[config.mk]
export PLATFORM = sky130hd
export DESIGN_NAME = fuse_predec
export DESIGN_NICKNAME = d
export VERILOG_FILES = /design/src/rtl/fuse_predec.sv
export SDC_FILE = /design/constraint.sdc
export NUM_CORES = 1
export LEC_CHECK = 0
export ABC_CLOCK_PERIOD_IN_PS = 4000
export CORE_MARGIN = 4
export CORE_UTILIZATION = 40
export CTS_BUF_LIST = sky130_fd_sc_hd__clkbuf_4 sky130_fd_sc_hd__clkbuf_8
export CTS_CLUSTER_DIAMETER = 150
export DETAILED_ROUTE_END_ITERATION = 16
export DONT_BUFFER_PORTS = 1
export PLACE_DENSITY = 0.61
export SLEW_MARGIN = 20
export SYNTH_ARGS = -nofsm -noshare
export SYNTH_HDL_FRONTEND = slang
export SYNTH_SLANG_ARGS = --single-unit
[constraint.sdc]
create_clock -name clk -period 4 [get_ports clk]
set_clock_uncertainty 0.1 [all_clocks]
set_input_delay 1 -clock clk [delete_from_list [all_inputs] [get_ports clk]]
set_output_delay 1 -clock clk [all_outputs]
set_load 0.01 [all_outputs]
[src/rtl/fuse_predec.sv]
module fuse_predec #(
  parameter int WIN = 5,
  parameter int DEC = 4,
  parameter int OPW = 8,
  parameter int CW  = 16,
  localparam int NW = $clog2(WIN + 1),
  localparam int PW = (WIN > 2) ? $clog2(WIN) : 1,
  localparam int UW = 2 * OPW
) (
  input  logic               clk,
  input  logic               rst_n,
  input  logic               fuse_en,
  input  logic [NW-1:0]      in_cnt,
  input  logic [2*WIN-1:0]   in_cls,
  input  logic [OPW*WIN-1:0] in_op,
  output logic [DEC-1:0]     out_vld,
  output logic [DEC-1:0]     out_fus,
  output logic [UW*DEC-1:0]  out_uop,
  output logic [NW-1:0]      out_take,
  output logic [CW-1:0]      fuse_cnt
);

  localparam logic [1:0] CLS_CMP = 2'b01;
  localparam logic [1:0] CLS_BR  = 2'b10;

  logic [WIN-2:0] hit;
  logic           any_hit;
  logic [PW-1:0]  pos;
  logic           fuse_now;

  for (genvar j = 0; j < WIN - 1; j++) begin : g_hit
    assign hit[j] = fuse_en && (NW'(j + 1) < in_cnt) &&
                    in_cls[2*j +: 2] == CLS_CMP && in_cls[2*(j+1) +: 2] == CLS_BR;
  end

  always_comb begin
    any_hit = 1'b0;
    pos     = '0;
    for (int j = WIN - 2; j >= 0; j--) begin
      if (hit[j]) begin
        any_hit = 1'b1;
        pos     = PW'(j);
      end
    end
  end

  assign fuse_now = any_hit && (int'(pos) < DEC);

  logic [DEC-1:0]    nx_vld, nx_fus;
  logic [UW*DEC-1:0] nx_uop;
  logic [NW-1:0]     nx_take;

  for (genvar k = 0; k < DEC; k++) begin : g_slot
    logic          past_pair;
    logic [PW:0]   src;
    logic [OPW-1:0] lo_op, hi_op;
    assign past_pair  = fuse_now && (int'(pos) < k);
    assign src        = past_pair ? (PW+1)'(k + 1) : (PW+1)'(k);
    assign nx_fus[k]  = fuse_now && (int'(pos) == k);
    assign nx_vld[k]  = (int'(src) < int'(in_cnt));
    assign hi_op      = in_op[OPW*k +: OPW];
    assign lo_op      = nx_fus[k] ? in_op[OPW*(k+1) +: OPW] : in_op[OPW*int'(src) +: OPW];
    assign nx_uop[UW*k +: UW] = !nx_vld[k] ? '0 :
                                nx_fus[k]  ? {hi_op, lo_op} : {{OPW{1'b0}}, lo_op};
  end

  always_comb begin
    int lim;
    lim = fuse_now ? DEC + 1 : DEC;
    nx_take = (int'(in_cnt) < lim) ? in_cnt : NW'(lim);
  end

  always_ff @(posedge clk) begin
    if (!rst_n) begin
      out_vld  <= '0;
      out_fus  <= '0;
      out_uop  <= '0;
      out_take <= '0;
      fuse_cnt <= '0;
    end else begin
      out_vld  <= nx_vld;
      out_fus  <= nx_fus;
      out_uop  <= nx_uop;
      out_take <= nx_take;
      fuse_cnt <= fuse_cnt + CW'(fuse_now);
    end
  end

endmodule

# Word level (Yosys, flattened, before mapping)
# Index checks and enable logic that the tools add are counted.
# Widths: inputs -> output; s select.
dict set report word_totals {
  regBits 91
  output_inout_bits 91
  in_bits 56
}
dict set report op_classes {
  n_eq_ne 11
  magnitude_cmp 13
  muxes 17
  shift 3
  add_sub_neg 1
  n_reduce_logical 29
}
# operator n
set ops {}
lappend ops {{$shiftx 40x6->8} 2}
lappend ops {{$shiftx 40x7->8} 1}
lappend ops {{$mux 8} 4}
lappend ops {{$logic_and 1x1->1} 20}
lappend ops {{$add 16x1->16} 1}
lappend ops {{$mux 3} 4}
lappend ops {{$reduce_and 3->1} 4}
lappend ops {{$eq 2x1->1 const B} 4}
lappend ops {{$eq 2x2->1 const B} 4}
lappend ops {{$reduce_and 2->1} 4}
lappend ops {{$eq 3x3->1 const B} 2}
lappend ops {{$lt 1x3->1 const A} 2}
lappend ops {{$lt 2x3->1} 2}
lappend ops {{$lt 2x3->1 const A} 2}
lappend ops {{$lt 3x2->1 const B} 2}
lappend ops {{$lt 3x3->1} 2}
lappend ops {{$mux 1} 6}
lappend ops {{$mux 2} 3}
lappend ops {{$eq 3x2->1 const B} 1}
lappend ops {{$logic_not 3->1} 1}
lappend ops {{$lt 3x1->1 const B} 1}
lappend ops {{$lt 3x3->1 const A} 1}
lappend ops {{$lt 3x3->1 const B} 1}

# Depth between registers and ports, before layout
# Gate-level depths: netlist (run 1).
dict set report depth {
  word_depth 14
  depth_mapped 14
  ltp_nobuf 11
}

# Worst setup path before layout (run 1)
# OpenSTA, ideal clock, no wires.
dict set report synth_path {
  path_type {input to register}
  start {input in_cnt[1]}
  end {register fuse_cnt[12]}
  path_slack_ps 724
  arrival_ps 3048
  cell_stages 14
  setup_time_ps 128
  cell_sequence {buf_4 -> or3b_4 -> and3_4 -> buf_6 -> nor3b_2 -> buf_6 -> inv_1 -> ha_1 -> ha_1 -> inv_1 -> nor3_1 -> nand4_1 -> xor2_1 -> nor2_1}
}
dict set report synth_between {
  elab_chain_cells 11
  word_cells_on_any_way 27
  cone_classes {add/sub: 1; order compare: 5; mux: 8; reduce/logical: 13}
}
# element line_no
set synth_rtl {}
lappend synth_rtl {{start, declared} 13} ;# input logic [NW-1:0] in_cnt,
lappend synth_rtl {{$lt 3x3->1} 32} ;# assign hit[j] = fuse_en && (NW'(j + 1) < in_cnt) &&
lappend synth_rtl {{$logic_and 1x1->1 (2 in series)} 32}
lappend synth_rtl {{$logic_and 1x1->1} 33} ;# in_cls[2*j +: 2] == CLS_CMP && in_cls[2*(j+1) +: 2] == CLS_BR;
lappend synth_rtl {{$mux 2 (2 in series)} 40} ;# if (hit[j]) begin
lappend synth_rtl {{$mux 3 (2 in series)} 40}
lappend synth_rtl {{$lt 3x3->1} 47} ;# assign fuse_now = any_hit && (int'(pos) < DEC);
lappend synth_rtl {{$logic_and 1x1->1 (*)} 47}
lappend synth_rtl {{$add 16x1->16 (*)} 85} ;# fuse_cnt <= fuse_cnt + CW'(fuse_now);
lappend synth_rtl {{end signal, assigned} 85}
lappend synth_rtl {{end, declared} 20} ;# output logic [CW-1:0] fuse_cnt
# Every way passes the cells marked *; elsewhere a longest branch is shown, timed or not.
# A chain may end at the register's enable or synchronous reset.

# Final worst setup path (run 1)
dict set report layout_path {
  start {input in_cnt[0]}
  end {register out_uop[58]}
}
dict set report layout_between {
  elab_chain_cells 14
  word_cells_on_any_way 33
  cone_classes {order compare: 7; eq/ne: 1; mux: 9; reduce/logical: 16}
}
# element line_no
set layout_rtl {}
lappend layout_rtl {{$lt 3x3->1} 32}
lappend layout_rtl {{$logic_and 1x1->1 (2 in series)} 32}
lappend layout_rtl {{$logic_and 1x1->1} 33}
lappend layout_rtl {{$mux 2 (2 in series)} 40}
lappend layout_rtl {{$mux 3 (2 in series)} 40}
lappend layout_rtl {{$lt 3x3->1} 47}
lappend layout_rtl {{$logic_and 1x1->1} 47}
lappend layout_rtl {{$logic_and 1x1->1} 57} ;# assign past_pair = fuse_now && (int'(pos) < k);
lappend layout_rtl {{$mux 3} 58} ;# assign src = past_pair ? (PW+1)'(k + 1) : (PW+1)'(k);
lappend layout_rtl {{$lt 3x3->1} 60} ;# assign nx_vld[k] = (int'(src) < int'(in_cnt));
lappend layout_rtl {{$reduce_and 3->1 (no source line) (*)} --}
lappend layout_rtl {{end signal, assigned} 83} ;# out_uop <= nx_uop;
lappend layout_rtl {{end, declared} 18} ;# output logic [UW*DEC-1:0] out_uop,
# Marks and branches as above.

==> results of run 1 <==
## sequential cells by signal (all words and copies together), names as in the netlist
register	flops
fuse_cnt	16
out_fus	4
out_take	3
out_uop	64
out_vld	4
## cell usage after synthesis (2+ instances only)
| cell type | count | area share |
|---|---|---|
| clkbuf_1 | 2 | 0.0023 |
| o21a_1 | 2 | 0.0046 |
| dfxtp_1 | 91 | 0.56 |
| and3_1 | 27 | 0.052 |
| nand4bb_1 | 2 | 0.0069 |
| buf_6 | 2 | 0.0069 |
| nor3_1 | 3 | 0.0046 |
| mux2i_1 | 24 | 0.074 |
| o21ai_0 | 2 | 0.0031 |
| and4bb_2 | 2 | 0.0077 |
| and2_1 | 11 | 0.021 |
| o21ai_1 | 2 | 0.0031 |
| nand4_1 | 4 | 0.0077 |
| nor2_1 | 43 | 0.049 |
| nand2_1 | 22 | 0.025 |
| ha_1 | 4 | 0.015 |
| xnor2_1 | 4 | 0.011 |
| nand3_1 | 9 | 0.014 |
| a21oi_1 | 9 | 0.014 |
| inv_1 | 10 | 0.012 |
| xor2_1 | 10 | 0.027 |
## per-stage QoR
stage               area [um2]  utilization
floorplan                 3261            -
global placement          3357       0.4300
detailed placement        3357       0.4300
CTS                       3553       0.4551
global route              3553       0.4551
finish                    3553       0.4551
## worst max-delay path by stage
| stage | slack [ps] | from | to |
|---|---|---|---|
| 6_report | 1050 | in_cnt[0] | out_uop[58] |
| 5_1_grt | 920 | in_cls[5] | fuse_cnt[12] |
| 4_1_cts | 1040 | in_cnt[0] | out_uop[58] |
| 3_5_place_dp | 670 | in_cnt[0] | out_uop[58] |
| 3_3_place_gp | 670 | in_cnt[0] | out_uop[63] |
| 2_1_floorplan | 720 | in_cnt[1] | fuse_cnt[12] |
## per-layer routing
| layer | up-vias | share of wire |
|---|---|---|
| met3 | 10 | 0.093 |
| met5 | - | 0 |
| met1 | 1018 | 0.43 |
| met4 | 0 | 0.021 |
| li1 | 1064 | - |
| met2 | 99 | 0.45 |
## power breakdown
| part | internal [mW] | switching [mW] | leakage, nW |
|---|---|---|---|
| Combinational | 0.0302 | 0.0457 | 0.739 |
| Clock | 0.255 | 0.338 | 0.0962 |
| Sequential | 0.932 | 0.0259 | 0.742 |
## area by class of cell
type,count,area share
Sequential cell,91,0.5127
Multi-Input combinational cell,201,0.3789
Clock inverter,6,0.01655
Inverter,12,0.01303
Tap cell,102,0.03592
Timing Repair Buffer,2,0.004225
Clock buffer,10,0.03873
## cell usage in the layout (no fill, tap or decap), types with 9 or more instances in the layout
cell type	Yosys	routed
dfxtp_1	91	91
nor2_1	43	43
and3_1	27	27
mux2i_1	24	24
nand2_1	22	22
and2_1	11	11
inv_1	10	10
xor2_1	10	10
clkbuf_8	0	10
a21oi_1	9	9
nand3_1	9	9
## kinds of logic (layout without fill, tap and decap cells)
family,Yosys count,after routing,synth area share
AO/OA/AOI/OAI,25,25,0.05679
adder cells (fa/ha/maj),4,4,0.01535
AND/OR/NAND/NOR,134,134,0.2295
XOR/XNOR,14,14,0.03760
buffers and inverters,19,30,0.02839
multiplexers,24,24,0.07368
flip-flops,91,91,0.5587
## worst max-delay path, delay by kind of cell
| kind | cells | cell delay (ps) |
|---|---|---|
| and+or+nand+nor | 7 | 1340 |
| AOI/OAI and AO/OA | 1 | 310 |
| adders and majority gates | 1 | 220 |
| buffers and inverters | 1 | 210 |
==> flow_metrics.tcl, run 1 <==
set metrics [dict create \
    crit_path_frequent_cell "nor2_1" \
    synth-edff-count 0 \
    arrival_ps 3090 \
    peakVddDrop_mv 0.1697 \
    htreeDepth 3 \
    met3_usage 0.07000 \
    rows 32 \
    vias 2191 \
    rsz0062_at_grt "no" \
    fmax_ghz 0.3389 \
    hold_buffers 0 \
    fin_crit_ps 2951 \
    root_buffer "clkbuf_8" \
    ios 147 \
    post-cts-setup-buffers 0 \
    final_cells 424 \
    place_ws_ps 673.4 \
    track_usage 0.1602 \
    start_util 0.4176 \
    cts.repair.resized 0 \
    start_kind "input pin" \
    drt-initial-drc-count 63 \
    grt_pass1_wl_mm 12.28 \
    grt_use_met1 0.1966 \
    insertion_delay_ps 350 \
    cts_buffers 9 \
    regToRegStartpoint "fuse_cnt[2]" \
    worst-r2r-setup-slack_ps 2070 \
    seqCellArea_um2 1822 \
    drc_errors 0 \
    tns_ps 0 \
    grt_use_met2 0.2444 \
    die_x_um 98.29 \
    clk_pin_slew_ps 80 \
    status "finished, final reports clean" \
    hold_start "fuse_cnt[15]" \
    ys_async_sr_fraction 0 \
    cp-end-kind "register" \
    path_max_fanout 10 \
    globalRouteOverflowTotal 0 \
    wl_per_cell_um 18.79 \
    reg2reg_depth 5 \
    vias_per_cell 5.167 \
    worstSetupPathType "input pin to register" \
    area_growth_pct 8.979 \
    die_h_um 98.29 \
    power.total_mw 1.627 \
    dieArea_um2 9660 \
    crit_slowest_cell "or3b_4" \
    syn_inst 311 \
    multi_input_area_um2 1346 \
    tightest_slew_ps 875.2 \
    clockBufferDepth 2 \
    final_max_slew_viol_count 0 \
    gr-max-usage-layer "met2" \
    drtAntennaViolNets 0 \
    hold_viol_final 0 \
    required_ps 4140 \
    avgSynthCellArea_um2 10.48 \
    syn_nets 371 \
    cts_tree "done" \
    wl_mm 7.965 \
    worst_hold_slack_ps 511.6 \
    p_leak_nw 1.578 \
    grt_max_degree 19 \
    ys_seq_elements 91 \
    numPortBuffers 0 \
    antenna_found_initial 0 \
    finalSetupViolCount 0 \
    timing.final.crit_share 0.7378 \
    synth_area_um2 3261 \
    coreArea_um2 7807 \
    hold_path.class "register to register" \
    drv_cap 0 \
    ys_seq_area_frac 0.5587 \
    n_antenna_cell 0 \
    dpl.hpwl_mm 6.058 \
    fin_nets 377 \
    min_path_cells 2 \
    fill_cells 741 \
    yosysUniqueCellTypes 47 \
    drive_above_1_share 0.1087 \
    cpPeakStageDelay_ps 390 \
    hold-path-endpoint "fuse_cnt[15]" \
    cellPowerDensity_nw_per_um2 457.9 \
    slew_headroom 0.4139 \
    dr.pass1.iters 4 \
    path_cells "or3b_4 -> and3_4 -> nor2_8 -> ha_1 -> nor2_1 -> nor2_1 -> nor3_4 -> o21ai_4 -> clkinv_2 -> and3_1" \
    clock_sinks 91 \
    worstReg2RegEnd "fuse_cnt[15]" \
    yosys_most_used_dff "dfxtp_1" \
    setup_ws_ps 1049 \
    grt_pass1_vias 2182 \
    ys_warn_count 0 \
    placed_cells 408 \
    gp_congestion 0.7578 \
]
(Power assumes the default switching activity.)
==> run 2, diff against run 1 <==
--- a/config.mk
+++ b/config.mk
@@ -5,14 +5,15 @@
 export SDC_FILE = /design/constraint.sdc
 export NUM_CORES = 1
 export LEC_CHECK = 0
-export ABC_CLOCK_PERIOD_IN_PS = 4000
+export ABC_AREA = 1
+export ABC_CLOCK_PERIOD_IN_PS = 2600
 export CORE_MARGIN = 4
 export CORE_UTILIZATION = 40
 export CTS_BUF_LIST = sky130_fd_sc_hd__clkbuf_4 sky130_fd_sc_hd__clkbuf_8
 export CTS_CLUSTER_DIAMETER = 150
 export DETAILED_ROUTE_END_ITERATION = 16
 export DONT_BUFFER_PORTS = 1
-export PLACE_DENSITY = 0.61
+export PLACE_DENSITY = 0.63
 export SLEW_MARGIN = 20
 export SYNTH_ARGS = -nofsm -noshare
 export SYNTH_HDL_FRONTEND = slang
==> constraint.sdc (replaced) <==
create_clock -name clk -period 2.6 [get_ports clk]
set_clock_uncertainty 0.1 [all_clocks]
set_input_delay 0.65 -clock clk [delete_from_list [all_inputs] [get_ports clk]]
set_output_delay 0.65 -clock clk [all_outputs]
set_load 0.01 [all_outputs]
==> flow_metrics.tcl, run 2 <==
set metrics [dict create \
    crit_slowest_cell "nor3_1" \
    clock_sinks 91 \
    required_ps 2740 \
    crit_buf_inv 2 \
    grt_pass1_vias 2577 \
    p_leak_nw 1.917 \
    worstSetupPathType "input pin to register" \
    n_antenna_cell 0 \
    cellPowerDensity_nw_per_um2 701.8 \
    gp_congestion 0.8032 \
    setup_ws_ps 461.3 \
    synth.largest_area_cell "dfxtp_1" \
    top_regs "out_uop (64), fuse_cnt (16)" \
    crit_family "simple AND/OR/NAND/NOR gates" \
    final_max_slew_viol_count 0 \
    ys_top_cells_by_count "91 x dfxtp_1, 88 x inv_1, 84 x nand2_1" \
    antenna_found_initial 0 \
    hold_path.class "input pin to register" \
    grt_use_met2 0.2762 \
    grt_max_degree 27 \
    cts.repair.resized 0 \
    final_common_cell "dfxtp_1" \
    place_ws_ps 94.75 \
    hold_start "in_op[16]" \
    htreeDepth 3 \
    min_path_cells 2 \
    wl_per_cell_um 14.88 \
    syn_inst 442 \
    cp-end-kind "register" \
    root_buffer "clkbuf_8" \
    slew_headroom 0.7456 \
    clockBufferDepth 2 \
    hold-path-endpoint "out_uop[40]" \
    syn_nets 502 \
    drc_errors 0 \
    largest_register_ffs 64 \
    ys_seq_elements 91 \
    synth_area_leaders "dfxtp_1 54%, inv_1 9.7%, nand2_1 9.3%" \
    tightest_slew_ps 380.8 \
    numPortBuffers 0 \
    dpl.hpwl_mm 6.538 \
    synth_area_um2 3397 \
    ys_warn_count 0 \
    drive_above_1_share 0.1004 \
    coreArea_um2 8258 \
    arrival_ps 2280 \
    yosys_most_used_dff "dfxtp_1" \
    clk_pin_slew_ps 90 \
    drt-initial-drc-count 86 \
    design_area_um2 3747 \
    placed_area_um2 3538 \
    hold_viol_final 0 \
    peakVddDrop_mv 0.2823 \
    globalRouteOverflowTotal 0 \
    path_max_fanout 4 \
    drtAntennaViolNets 0 \
    met3_usage 0.05212 \
    synth-edff-count 0 \
    grt_pass1_wl_mm 13.21 \
    yosysUniqueCellTypes 29 \
    insertion_delay_ps 350 \
    start_kind "input pin" \
    grt_use_met1 0.2077 \
    drv_cap 0 \
    die_x_um 100.2 \
    worst-r2r-setup-slack_ps 820 \
    cts_tree "done" \
    rows 33 \
    reg2reg_depth 8 \
    rsz0062_at_grt "no" \
    regToRegStartpoint "fuse_cnt[0]" \
    ys_seq_area_frac 0.5363 \
    layout_common_cells "91 x dfxtp_1, 88 x inv_1, 84 x nand2_1, 67 x nor2_1, 28 x o21ai_0" \
    ios 147 \
    regMostFlops "out_uop" \
    finalSetupViolCount 0 \
    hold_buffers 0 \
    vias 2627 \
    fin_nets 513 \
    status "finished, final reports clean" \
    ys_async_sr_fraction 0 \
    dieArea_um2 10030 \
    worstReg2RegEnd "fuse_cnt[14]" \
    cts_buffers 9 \
    timing.final.crit_share 0.8226 \
    area_growth_pct 10.31 \
    die_h_um 100.2 \
    start_util 0.4114 \
    dr.pass1.iters 4 \
    gr-max-usage-layer "met2" \
    post-cts-setup-buffers 0 \
    fmax_ghz 0.4676 \
    yosysMostFrequentCell "dfxtp_1" \
    fin_crit_ps 2139 \
    wl_mm 8.376 \
    vias_per_cell 4.666 \
    path_cells "inv_1 -> nand2_1 -> nor2_1 -> nand3_2 -> nand2_2 -> nor2_2 -> inv_1 -> ha_1 -> ha_1 -> nand2_1 -> nor2_1 -> nand3_1 -> nor3_1 -> xnor2_1 -> nor2_1" \
    yosys.area.top_type_share 0.5363 \
    crit_path_frequent_cell "nor2_1" \
    track_usage 0.1683 \
    avgSynthCellArea_um2 7.686 \
    cpPeakStageDelay_ps 220 \
    tns_ps 0 \
]
[run 2: changes by cell type in the layout (fill, tap and decap cells not counted), sizes merged, moves of 4 or more]
cell / change
nor2: +32
a21oi: +8
buf: +6
o21ai: +28
inv: +79
nand2: +68
and2: -11
xor2: -10
and3: -28
nor3: +4
mux2i: -24
[run 2: through the flow]
| step | hold slack, ps | power (mW) | util | cells |
|---|---|---|---|---|
| 6_report | 294.8 | 2.630 | 0.4538 | 563 |
| 4_1_cts | 267.6 | 2.672 | 0.4538 | 563 |
| 5_1_grt | 265.8 | 2.754 | 0.4538 | 563 |
| 3_5_place_dp | 435.4 | 1.672 | 0.4285 | 547 |
| 2_1_floorplan | 406.4 | 1.633 | - | 442 |
| 3_3_place_gp | 431.1 | 1.667 | 0.4285 | 547 |
[run 2: cell type report]
cell class	count	area (um2)
inverter	89	334.1
tap	105	131.4
clock inverter	6	71.32
clock buffer	10	137.6
timing repair buffer	8	60.06
fill	861	4511
sequential	91	1822
multi-input combinational	254	1191
[run 2: cell families after synthesis]
logic type / count (synthesis) / synth area share
compound gates: 53 / 0.08361
xor+xnor: 1 / 0.002579
fa+ha+maj: 4 / 0.01473
buf+inv: 97 / 0.1131
flops: 91 / 0.5363
simple gates: 196 / 0.2497
[run 2: worst max path at each step]
stage	from	to	slack [ps]	depth (start not counted)
final	in_cls[4]	fuse_cnt[14]	460	15
after global routing	in_cls[3]	fuse_cnt[14]	290	15
after CTS	in_cls[4]	fuse_cnt[14]	490	15
after detailed placement	in_cls[4]	fuse_cnt[14]	90	15
after global placement	fuse_en	out_uop[53]	200	12
after floorplan	fuse_en	fuse_cnt[14]	70	14
[run 2: per-layer routing]
layer,vias to the layer above,part of all wire
met5,-,0
met4,0,0.014
met3,10,0.077
met2,100,0.48
met1,1167,0.43
li1,1350,-
[run 2: report_power, final]
group          switching [mW]  internal (mW)  total [mW]
sequential             0.0476           1.44        1.49
combinational          0.0929         0.0506       0.143
clock                   0.514          0.481       0.995
